[config.mk]
export PLATFORM = sky130hd
export DESIGN_NAME = peak_level_monitor
export DESIGN_NICKNAME = d
export VERILOG_FILES = /design/src/rtl/plm_pkg.sv /design/src/rtl/plm_rst_sync.sv /design/src/rtl/plm_classifier.sv /design/src/rtl/plm_hold.sv /design/src/rtl/peak_level_monitor.sv
export SDC_FILE = /design/constraint.sdc
export NUM_CORES = 1
export LEC_CHECK = 0
export CORE_AREA = 2 2 83 85
export CTS_BUF_LIST = sky130_fd_sc_hd__clkbuf_16
export CTS_CLUSTER_DIAMETER = 100
export DETAILED_ROUTE_END_ITERATION = 8
export DIE_AREA = 0 0 85 87
export DONT_BUFFER_PORTS = 1
export PLACE_DENSITY_LB_ADDON = 0.2
export SLEW_MARGIN = 20
export SYNTH_ARGS = -nofsm -noshare
export SYNTH_HDL_FRONTEND = slang
export SYNTH_SLANG_ARGS = --single-unit
export TNS_END_PERCENT = 30
[constraint.sdc]
create_clock -name clk -period 1.44 [get_ports clk]
set_input_delay 0.288 -clock clk [delete_from_list [all_inputs] [get_ports clk]]
set_output_delay 0.288 -clock clk [all_outputs]
set_load 0.01 [all_outputs]
[src/rtl/plm_pkg.sv]
package plm_pkg;

  localparam int unsigned CODE_W    = 3;
  localparam int unsigned NUM_STEPS = 6;

  typedef logic [CODE_W-1:0] lvl_code_t;

  localparam lvl_code_t CODE_QUIET = '0;
  localparam lvl_code_t CODE_CLIP  = lvl_code_t'(NUM_STEPS + 1);

  // Threshold for the band k dB below full scale, rounded to the nearest integer.
  function automatic longint unsigned step_threshold(input int unsigned width,
                                                     input int unsigned k);
    real full;
    real r;
    full = (2.0 ** (width - 1)) - 1.0;
    r    = full * (10.0 ** (-(real'(k)) / 20.0));
    return longint'($rtoi(r + 0.5));
  endfunction

endpackage

[src/rtl/plm_rst_sync.sv]
module plm_rst_sync #(
  parameter int unsigned STAGES = 2
) (
  input  logic clk,
  input  logic rst_n,
  output logic rst_n_sync
);

  logic [STAGES-1:0] chain_q;
  logic [STAGES-1:0] chain_d;

  always_comb begin
    chain_d = {chain_q[STAGES-2:0], 1'b1};
  end

  always_ff @(posedge clk or negedge rst_n) begin
    if (!rst_n) begin
      chain_q <= '0;
    end else begin
      chain_q <= chain_d;
    end
  end

  assign rst_n_sync = chain_q[STAGES-1];

endmodule

[src/rtl/plm_classifier.sv]
module plm_classifier
  import plm_pkg::*;
#(
  parameter int unsigned SAMPLE_W = 20
) (
  input  logic [SAMPLE_W-1:0] sample,
  output lvl_code_t           code,
  output logic                clip
);

  localparam logic [SAMPLE_W-1:0] MAX_POS = {1'b0, {(SAMPLE_W-1){1'b1}}};
  localparam logic [SAMPLE_W-1:0] MIN_NEG = {1'b1, {(SAMPLE_W-1){1'b0}}};

  logic [SAMPLE_W-1:0] magnitude;
  logic [NUM_STEPS:1]  at_least;

  // Unsigned magnitude: the most negative code maps to 2^(W-1) without overflow.
  always_comb begin
    if (sample[SAMPLE_W-1]) begin
      magnitude = (~sample) + 1'b1;
    end else begin
      magnitude = sample;
    end
  end

  for (genvar k = 1; k <= NUM_STEPS; k++) begin : g_step
    localparam logic [SAMPLE_W-1:0] THR = SAMPLE_W'(step_threshold(SAMPLE_W, k));
    assign at_least[k] = (magnitude >= THR);
  end

  always_comb begin
    clip = (sample == MAX_POS) || (sample == MIN_NEG);
  end

  // Thresholds fall with k, so the loudest band that is met wins.
  always_comb begin
    code = CODE_QUIET;
    for (int k = NUM_STEPS; k >= 1; k--) begin
      if (at_least[k]) begin
        code = lvl_code_t'(NUM_STEPS + 1 - k);
      end
    end
    if (clip) begin
      code = CODE_CLIP;
    end
  end

endmodule

[src/rtl/plm_hold.sv]
module plm_hold
  import plm_pkg::*;
(
  input  logic      clk,
  input  logic      rst_n,
  input  logic      upd_en,
  input  logic      clr_en,
  input  lvl_code_t new_code,
  output lvl_code_t held
);

  lvl_code_t held_q;
  lvl_code_t held_d;
  logic      held_en;

  always_comb begin
    held_en = upd_en | clr_en;
    held_d  = held_q;
    if (clr_en) begin
      held_d = upd_en ? new_code : CODE_QUIET;
    end else if (upd_en && (new_code > held_q)) begin
      held_d = new_code;
    end
  end

  always_ff @(posedge clk or negedge rst_n) begin
    if (!rst_n) begin
      held_q <= CODE_QUIET;
    end else if (held_en) begin
      held_q <= held_d;
    end
  end

  assign held = held_q;

  AST_NEVER_DROPS: assert property (@(posedge clk) disable iff (!rst_n)
    (upd_en && !clr_en) |=> (held_q >= $past(held_q)) && (held_q >= $past(new_code)));
  AST_IDLE_STABLE: assert property (@(posedge clk) disable iff (!rst_n)
    (!upd_en && !clr_en) |=> $stable(held_q));
  AST_CLEAR_ZERO: assert property (@(posedge clk) disable iff (!rst_n)
    (clr_en && !upd_en) |=> (held_q == CODE_QUIET));
  AST_CLEAR_KEEPS_NEW: assert property (@(posedge clk) disable iff (!rst_n)
    (clr_en && upd_en) |=> (held_q == $past(new_code)));

endmodule

[src/rtl/peak_level_monitor.sv]
module peak_level_monitor
  import plm_pkg::*;
#(
  parameter int unsigned SAMPLE_W = 20,
  parameter int unsigned STATUS_W = 8
) (
  input  logic                clk,
  input  logic                rst_n,
  input  logic                smp_vld,
  input  logic [SAMPLE_W-1:0] smp_left,
  input  logic [SAMPLE_W-1:0] smp_right,
  input  logic                rd_stb,
  output logic                rd_valid,
  output logic [STATUS_W-1:0] rd_data
);

  localparam int unsigned NUM_CH  = 2;
  localparam int unsigned PAD_W   = STATUS_W - NUM_CH * CODE_W;

  logic                 rst_n_sync;
  logic [SAMPLE_W-1:0]  ch_sample [NUM_CH];
  lvl_code_t            ch_code   [NUM_CH];
  logic                 ch_clip   [NUM_CH];
  lvl_code_t            ch_held   [NUM_CH];
  logic [STATUS_W-1:0]  status_d;
  logic [STATUS_W-1:0]  status_q;
  logic                 valid_q;

  plm_rst_sync #(.STAGES(2)) u_rst (
    .clk        (clk),
    .rst_n      (rst_n),
    .rst_n_sync (rst_n_sync)
  );

  assign ch_sample[0] = smp_left;
  assign ch_sample[1] = smp_right;

  for (genvar c = 0; c < NUM_CH; c++) begin : g_ch
    plm_classifier #(.SAMPLE_W(SAMPLE_W)) u_cls (
      .sample (ch_sample[c]),
      .code   (ch_code[c]),
      .clip   (ch_clip[c])
    );
    plm_hold u_hold (
      .clk      (clk),
      .rst_n    (rst_n_sync),
      .upd_en   (smp_vld),
      .clr_en   (rd_stb),
      .new_code (ch_code[c]),
      .held     (ch_held[c])
    );
  end

  always_comb begin
    status_d = {{PAD_W{1'b0}}, ch_held[1], ch_held[0]};
  end

  always_ff @(posedge clk or negedge rst_n_sync) begin
    if (!rst_n_sync) begin
      status_q <= '0;
    end else if (rd_stb) begin
      status_q <= status_d;
    end
  end

  always_ff @(posedge clk or negedge rst_n_sync) begin
    if (!rst_n_sync) begin
      valid_q <= 1'b0;
    end else begin
      valid_q <= rd_stb;
    end
  end

  assign rd_valid = valid_q;
  assign rd_data  = status_q;

  AST_READ_PULSE: assert property (@(posedge clk) disable iff (!rst_n_sync)
    rd_stb |=> rd_valid);
  AST_READ_OLD_CODES: assert property (@(posedge clk) disable iff (!rst_n_sync)
    rd_stb |=> (rd_data == {{PAD_W{1'b0}}, $past(ch_held[1]), $past(ch_held[0])}));
  AST_CLIP_LEFT: assert property (@(posedge clk) disable iff (!rst_n_sync)
    (smp_vld && ch_clip[0]) |=> (ch_held[0] == CODE_CLIP));
  AST_CLIP_RIGHT: assert property (@(posedge clk) disable iff (!rst_n_sync)
    (smp_vld && ch_clip[1]) |=> (ch_held[1] == CODE_CLIP));
  AST_PAD_ZERO: assert property (@(posedge clk) disable iff (!rst_n_sync)
    rd_valid |-> (rd_data[STATUS_W-1:NUM_CH*CODE_W] == '0));

endmodule

[After elaboration in Yosys (flattened, before gate mapping)]
Cells that the tools add are included.
Operators by class
  bitwise operators: 3
  reductions and logical operators: 8
  multiplexer cells: 22
  add/sub/neg operators: 2
  magnitude comparators: 14
  eq/ne operators: 4
Operator list (number)
  $ge A20 B19 Y1 const B: 12
  $mux W3: 14
  $add A20 B1 Y20 const B: 2
  $eq A20 B19 Y1 const B: 2
  $eq A20 B20 Y1 const B: 2
  $mux W20: 2
  $not A20 Y20: 2
  $mux W2: 4
  $gt A3 B3 Y1: 2
  $reduce_and A2 Y1: 2
  $reduce_bool A2 Y1: 2
  $logic_and A1 B1 Y1: 2
  $logic_or A1 B1 Y1: 2
  $mux W1: 2
  $or A1 B1 Y1: 1
Storage, ports and cells
  output and inout bits: 9
  input bits: 44
  logic and storage cells: 58
  register bits after elaboration: 15

[Depth between registers and ports, before layout]
  depth in word-level cells: 15
  mapped depth: 21
  gate-level depth less buffers: 19

[Hierarchy]
Synthesis repeated with hierarchy kept, for this count alone.
Unflattened totals
  cells, all modules: 474
  area total of the unflattened synthesis: 3429.5 um^2
Modules (own cells, without submodules)
  plm_classifier: area an instance 1338.8 um^2, instances 2, cells an instance 206, sequential area each 0.0 um^2
  plm_hold: area an instance 201.4 um^2, instances 2, cells an instance 21, sequential area each 75.1 um^2
  peak_level_monitor: area an instance 295.3 um^2, instances 1, cells an instance 17, sequential area each 175.2 um^2
  plm_rst_sync: area an instance 53.8 um^2, instances 1, cells an instance 3, sequential area each 50.0 um^2

[Least setup slack after synthesis]
No wires, ideal clock.
  path type: input to register
  start point: input port smp_left[0]
  end point: register g_ch[0].u_hold.held_q[0]
  data required time: 1320 ps
  slack: -3065 ps
  library setup time: 120 ps
  path buffers: 2
  data arrival time: 4385 ps
  stages on the path: 19
  cells stage by stage: clkbuf_1 inv_1 ha_1 or4b_1 clkbuf_1 or2_1 o32a_1 o221a_2 or3b_1 o21ai_1 a211o_1 ha_1 nor2b_1 o21ai_0 nand2b_1 a31oi_1 nor2_1 a22o_1 a31o_2
Between the ends
  longest elaborated chain between the ends: 15
  elaborated cells between the ends (all ways): 26
  classes of those cells: add/sub: 1; order compare: 7; eq/ne: 2; mux: 11; bitwise: 1; reduce/logical: 4
RTL lines
  start: declaration: line peak_level_monitor.sv:10  | input logic [SAMPLE_W-1:0] smp_left,
  $not A20 Y20: line plm_classifier.sv:20  | magnitude = (~sample) + 1'b1;
  $add A20 B1 Y20: line plm_classifier.sv:20
  $mux W20: line plm_classifier.sv:19  | if (sample[SAMPLE_W-1]) begin
  $ge A20 B19 Y1: line plm_classifier.sv:28  | assign at_least[k] = (magnitude >= THR);
  $mux W1: line plm_classifier.sv:39  | if (at_least[k]) begin
  $mux W2 (2 in series): line plm_classifier.sv:39
  $mux W3 (3 in series): line plm_classifier.sv:39
  $mux W3 (*): line plm_classifier.sv:43  | if (clip) begin
  $gt A3 B3 Y1: line plm_hold.sv:21  | end else if (upd_en && (new_code > held_q)) begin
  $logic_and A1 B1 Y1: line plm_hold.sv:21
  $reduce_bool A2 Y1 (no line)
  $reduce_and A2 Y1 (no line)
  end signal: assignment: line plm_hold.sv:30  | held_q <= held_d;
  end: declaration: line plm_hold.sv:12  | lvl_code_t held_q;
Every way passes the cells marked *; elsewhere a longest branch is shown, timed or not. The select of a mux whose other input is x is not followed.
A chain may end at the register's enable or synchronous reset.

[Final worst setup path]
Same ends and word-level chain as after synthesis.

==> flow_metrics.env <==
export IMPL_final_util_pct=77.5
export IMPL_firstDrtPassIters=5
export IMPL_vdd_drop_max_uv=1030
export IMPL_syn_to_final_growth_pct=34.9
export IMPL_start_util_pct=57.4
export IMPL_netlist_area_um2=3770
export IMPL_finalSetupViolations=6
export IMPL_grt_overflow_total=0
export IMPL_synth_seq_cells=15
export IMPL_path_buf_inv=1
export IMPL_yosys_area_share_simple_pct=32.5
export IMPL_yosysSeqAreaShare_pct=9.95
export IMPL_die_y_um=87
export IMPL_synth_fa_ha_area_share_pct=3.98
export IMPL_worstPathArrival_ns=4.04
export IMPL_grt_max_degree=41
export IMPL_ys_flop_type="dfrtp_1"
export IMPL_remaining_drc_errors=0
export IMPL_hp_class="in2reg"
export IMPL_die_area_um2=7400
export IMPL_powerDensity_nw_per_um2=511
export IMPL_synth_cell_types=83
export IMPL_layout_setup_ws_ns=-2.47
export IMPL_post_place_cells=697
export IMPL_critical_path_required_ns=1.57
export IMPL_hold_viol=0
export IMPL_crit_chain="clkinv_16 > ha_4 > or4b_4 > or3_4 > or4_4 > a211oi_2 > a31oi_2 > a21oi_2 > a211o_1 > o211ai_1 > a21oi_1 > ha_2 > nor2b_4 > o21ai_2 > nand2b_1 > a31oi_4 > nor2_4 > a22o_1 > a31o_2"
export IMPL_vias=4764
export IMPL_grtUsageTotal_pct=32.0
export IMPL_routed_wl_mm=12.8
export IMPL_grt_setup_unrepaired="yes"
export IMPL_core_um2=6570
export IMPL_syn_inst=540
export IMPL_fillers=471
export IMPL_maxCapViolCount=0
export IMPL_clk_latency_ns=0.25
export IMPL_max_freq_ghz=0.256
export IMPL_dpl_hpwl_mm=9.16
export IMPL_fp_dieW_um=85
export IMPL_async_flop_share_pct=100
export IMPL_pin_count=53
export IMPL_synth_compound_area_share_pct=35.3
export IMPL_cts_root_buf="clkbuf_16"
export IMPL_cts_sinks=15
export IMPL_tightest_slew_ns=0.620
export IMPL_fin_crit_ns=3.91
export IMPL_grt_pass1_wl_mm=20.3
export IMPL_routedWlPerCell_um=17.9
export IMPL_cp_slowest_cell="or4_4"
export IMPL_clk_pin_slew_ns=0.05
export IMPL_antenna_cells=0
export IMPL_avgSynthCellArea_um2=6.99
export IMPL_drtAntennaViolNets=0
export IMPL_synth_edff_count=0
export IMPL_fin_cells=713
export IMPL_numPortBuffers=0
export IMPL_crit_fanout=13
export IMPL_worst_setup_path_end_kind="register"
export IMPL_path_class="in2reg"
export IMPL_status="finished with violations"
export IMPL_critPathTopFamily="simple AND/OR/NAND/NOR gates"
export IMPL_muxShareOfSynthArea_pct=2.09
export IMPL_cts_tree="built"
export IMPL_layout_nets=690
export IMPL_synth_warnings=0
export IMPL_cts_buffer_depth=2
export IMPL_cp_slowest_stage_delay_ns=0.56
export IMPL_synth_top_family_by_area="compound AO/OA/AOI/OAI gates"
export IMPL_gp_congestion=1.03
export IMPL_skew_ns=0.00141
export IMPL_maxSlewHeadroom_pct=57.6
export IMPL_layout_common_cells="buf_4, nand2_1, nor2_1"
export IMPL_via_per_inst=6.68
export IMPL_final_common_cell="buf_4"
export IMPL_synthXorXnorAreaFrac_pct=7.43
export IMPL_fin_setup_tns_ns=-14.37
export IMPL_slew_violations=0
export IMPL_cts_buffers=3
export IMPL_drive_above_1_share_pct=34.1
export IMPL_violations="negative setup slack"
export IMPL_htreeDepth=1
export IMPL_timing_final_crit_share_pct=271
export IMPL_antenna_found_initial=0
export IMPL_leakagePower_nw=1.98
export IMPL_placementRows=30
export IMPL_grt_pass1_vias=4376
export IMPL_worst_setup_path_start_kind="input pin"
export IMPL_drtIter0Drc=464
[power by group]
part,switching (W),internal [W]
clock,0.000173,0.000371
sequential,0.0000850,0.000504
combinational,0.000676,0.000794
total,0.000934,0.00167
[cell families (layout without fill, tap and decap cells)]
logic type | count (synthesis) | after routing
XOR/XNOR | 32 | 32
multiplexers | 7 | 7
buffers and inverters | 76 | 168
AO/OA/AOI/OAI | 179 | 179
AND/OR/NAND/NOR | 217 | 217
adder cells (fa/ha/maj) | 12 | 12
flip-flops | 15 | 15
other | 2 | 3
[metrics by stage]
stage / hold WS (ns) / cell area [um^2] / power [W] / setup WS (ns)
6_report: 0.0689 / 5090 / 0.00260 / -2.47
2_1_floorplan: -0.00759 / 3890 / 0.00150 / -2.62
4_1_cts: 0.0707 / 4910 / 0.00246 / -2.31
3_3_place_gp: -0.00753 / 4700 / 0.00181 / -2.55
3_5_place_dp: -0.00752 / 4700 / 0.00187 / -2.80
5_1_grt: 0.0662 / 5090 / 0.00276 / -2.67
[final cells by class]
class	count	area, um^2	area share [%]
clock inverters	1	5.00	0.0983
well taps	80	100	1.97
multi-input cells	450	3340	65.6
inverters	21	118	2.31
repair buffers	143	1080	21.2
clock buffers	3	75.1	1.47
flip-flops and latches	15	375	7.37
[cells in the mapped netlist (all sizes together), types with 8 or more instances]
library cell,instances,area [um^2]
clkbuf,42,159
nand2,37,141
nor2,32,123
o21ai,29,145
a21oi,23,115
inv,21,78.8
xnor2,20,175
nor3,19,95.1
nor4,17,106
dfrtp,15,375
nand2b,15,93.8
a31oi,14,103
or4,14,109
buf,13,82.6
or3,13,86.3
ha,12,150
nand4,12,75.1
xor2,12,105
nand3,11,55.1
o31ai,11,82.6
a211oi,10,75.1
nor2b,10,62.6
o41ai,8,77.6
[sequential cells by signal, summed over array words and instances, names as in the netlist]
register,flops
g_ch.u_hold.held,6
rd_data,6
rd_valid,1
u_rst.chain_q,2
[timing repair]
action / 4_1_cts / 5_1_grt
setup endpoints to repair: 6 / 6
gates resized for setup: 20 / 26
setup buffers: 5 / 6
hold buffers: 1 / 0
cloned: 0 / 0
hold endpoints to repair: 2 / 0
pin swaps: 12 / 18
[worst register-to-register path: cells and delay by family (launching register included)]
| family | cells | cell delay [ns] |
|---|---|---|
| adders and majority gates | 1 | 0.31 |
| buffers and inverters | 1 | 0.08 |
| DFF | 1 | 0.37 |
| AOI/OAI and AO/OA | 3 | 0.54 |
| and+or+nand+nor | 4 | 0.43 |
[metal layers]
metal  vias up  track usage (%)  wire (um)
met2       229             56.1       6470
met1      2232             42.4       5340
met5         -                0          0
met4         0             8.08        265
met3        33             2.65        714
li1       2270                -          -
[final timing paths]
path                                         from                     end  slack [ns]  cells after the start
hold reg to reg                  u_rst.chain_q[1]  g_ch[0].u_hold.held[2]        0.22                      0
max in group asynchronous        u_rst.chain_q[1]  g_ch[1].u_hold.held[2]        0.87                      0
setup reg to reg           g_ch[1].u_hold.held[1]  g_ch[1].u_hold.held[0]       -0.42                      9
min in group asynchronous        u_rst.chain_q[1]  g_ch[0].u_hold.held[2]        0.22                      0
setup / recovery                      smp_left[0]  g_ch[0].u_hold.held[0]       -2.47                     19
hold / removal                             rd_stb                rd_valid        0.07                      0
Note: power is estimated with default switching activity, not from simulation.
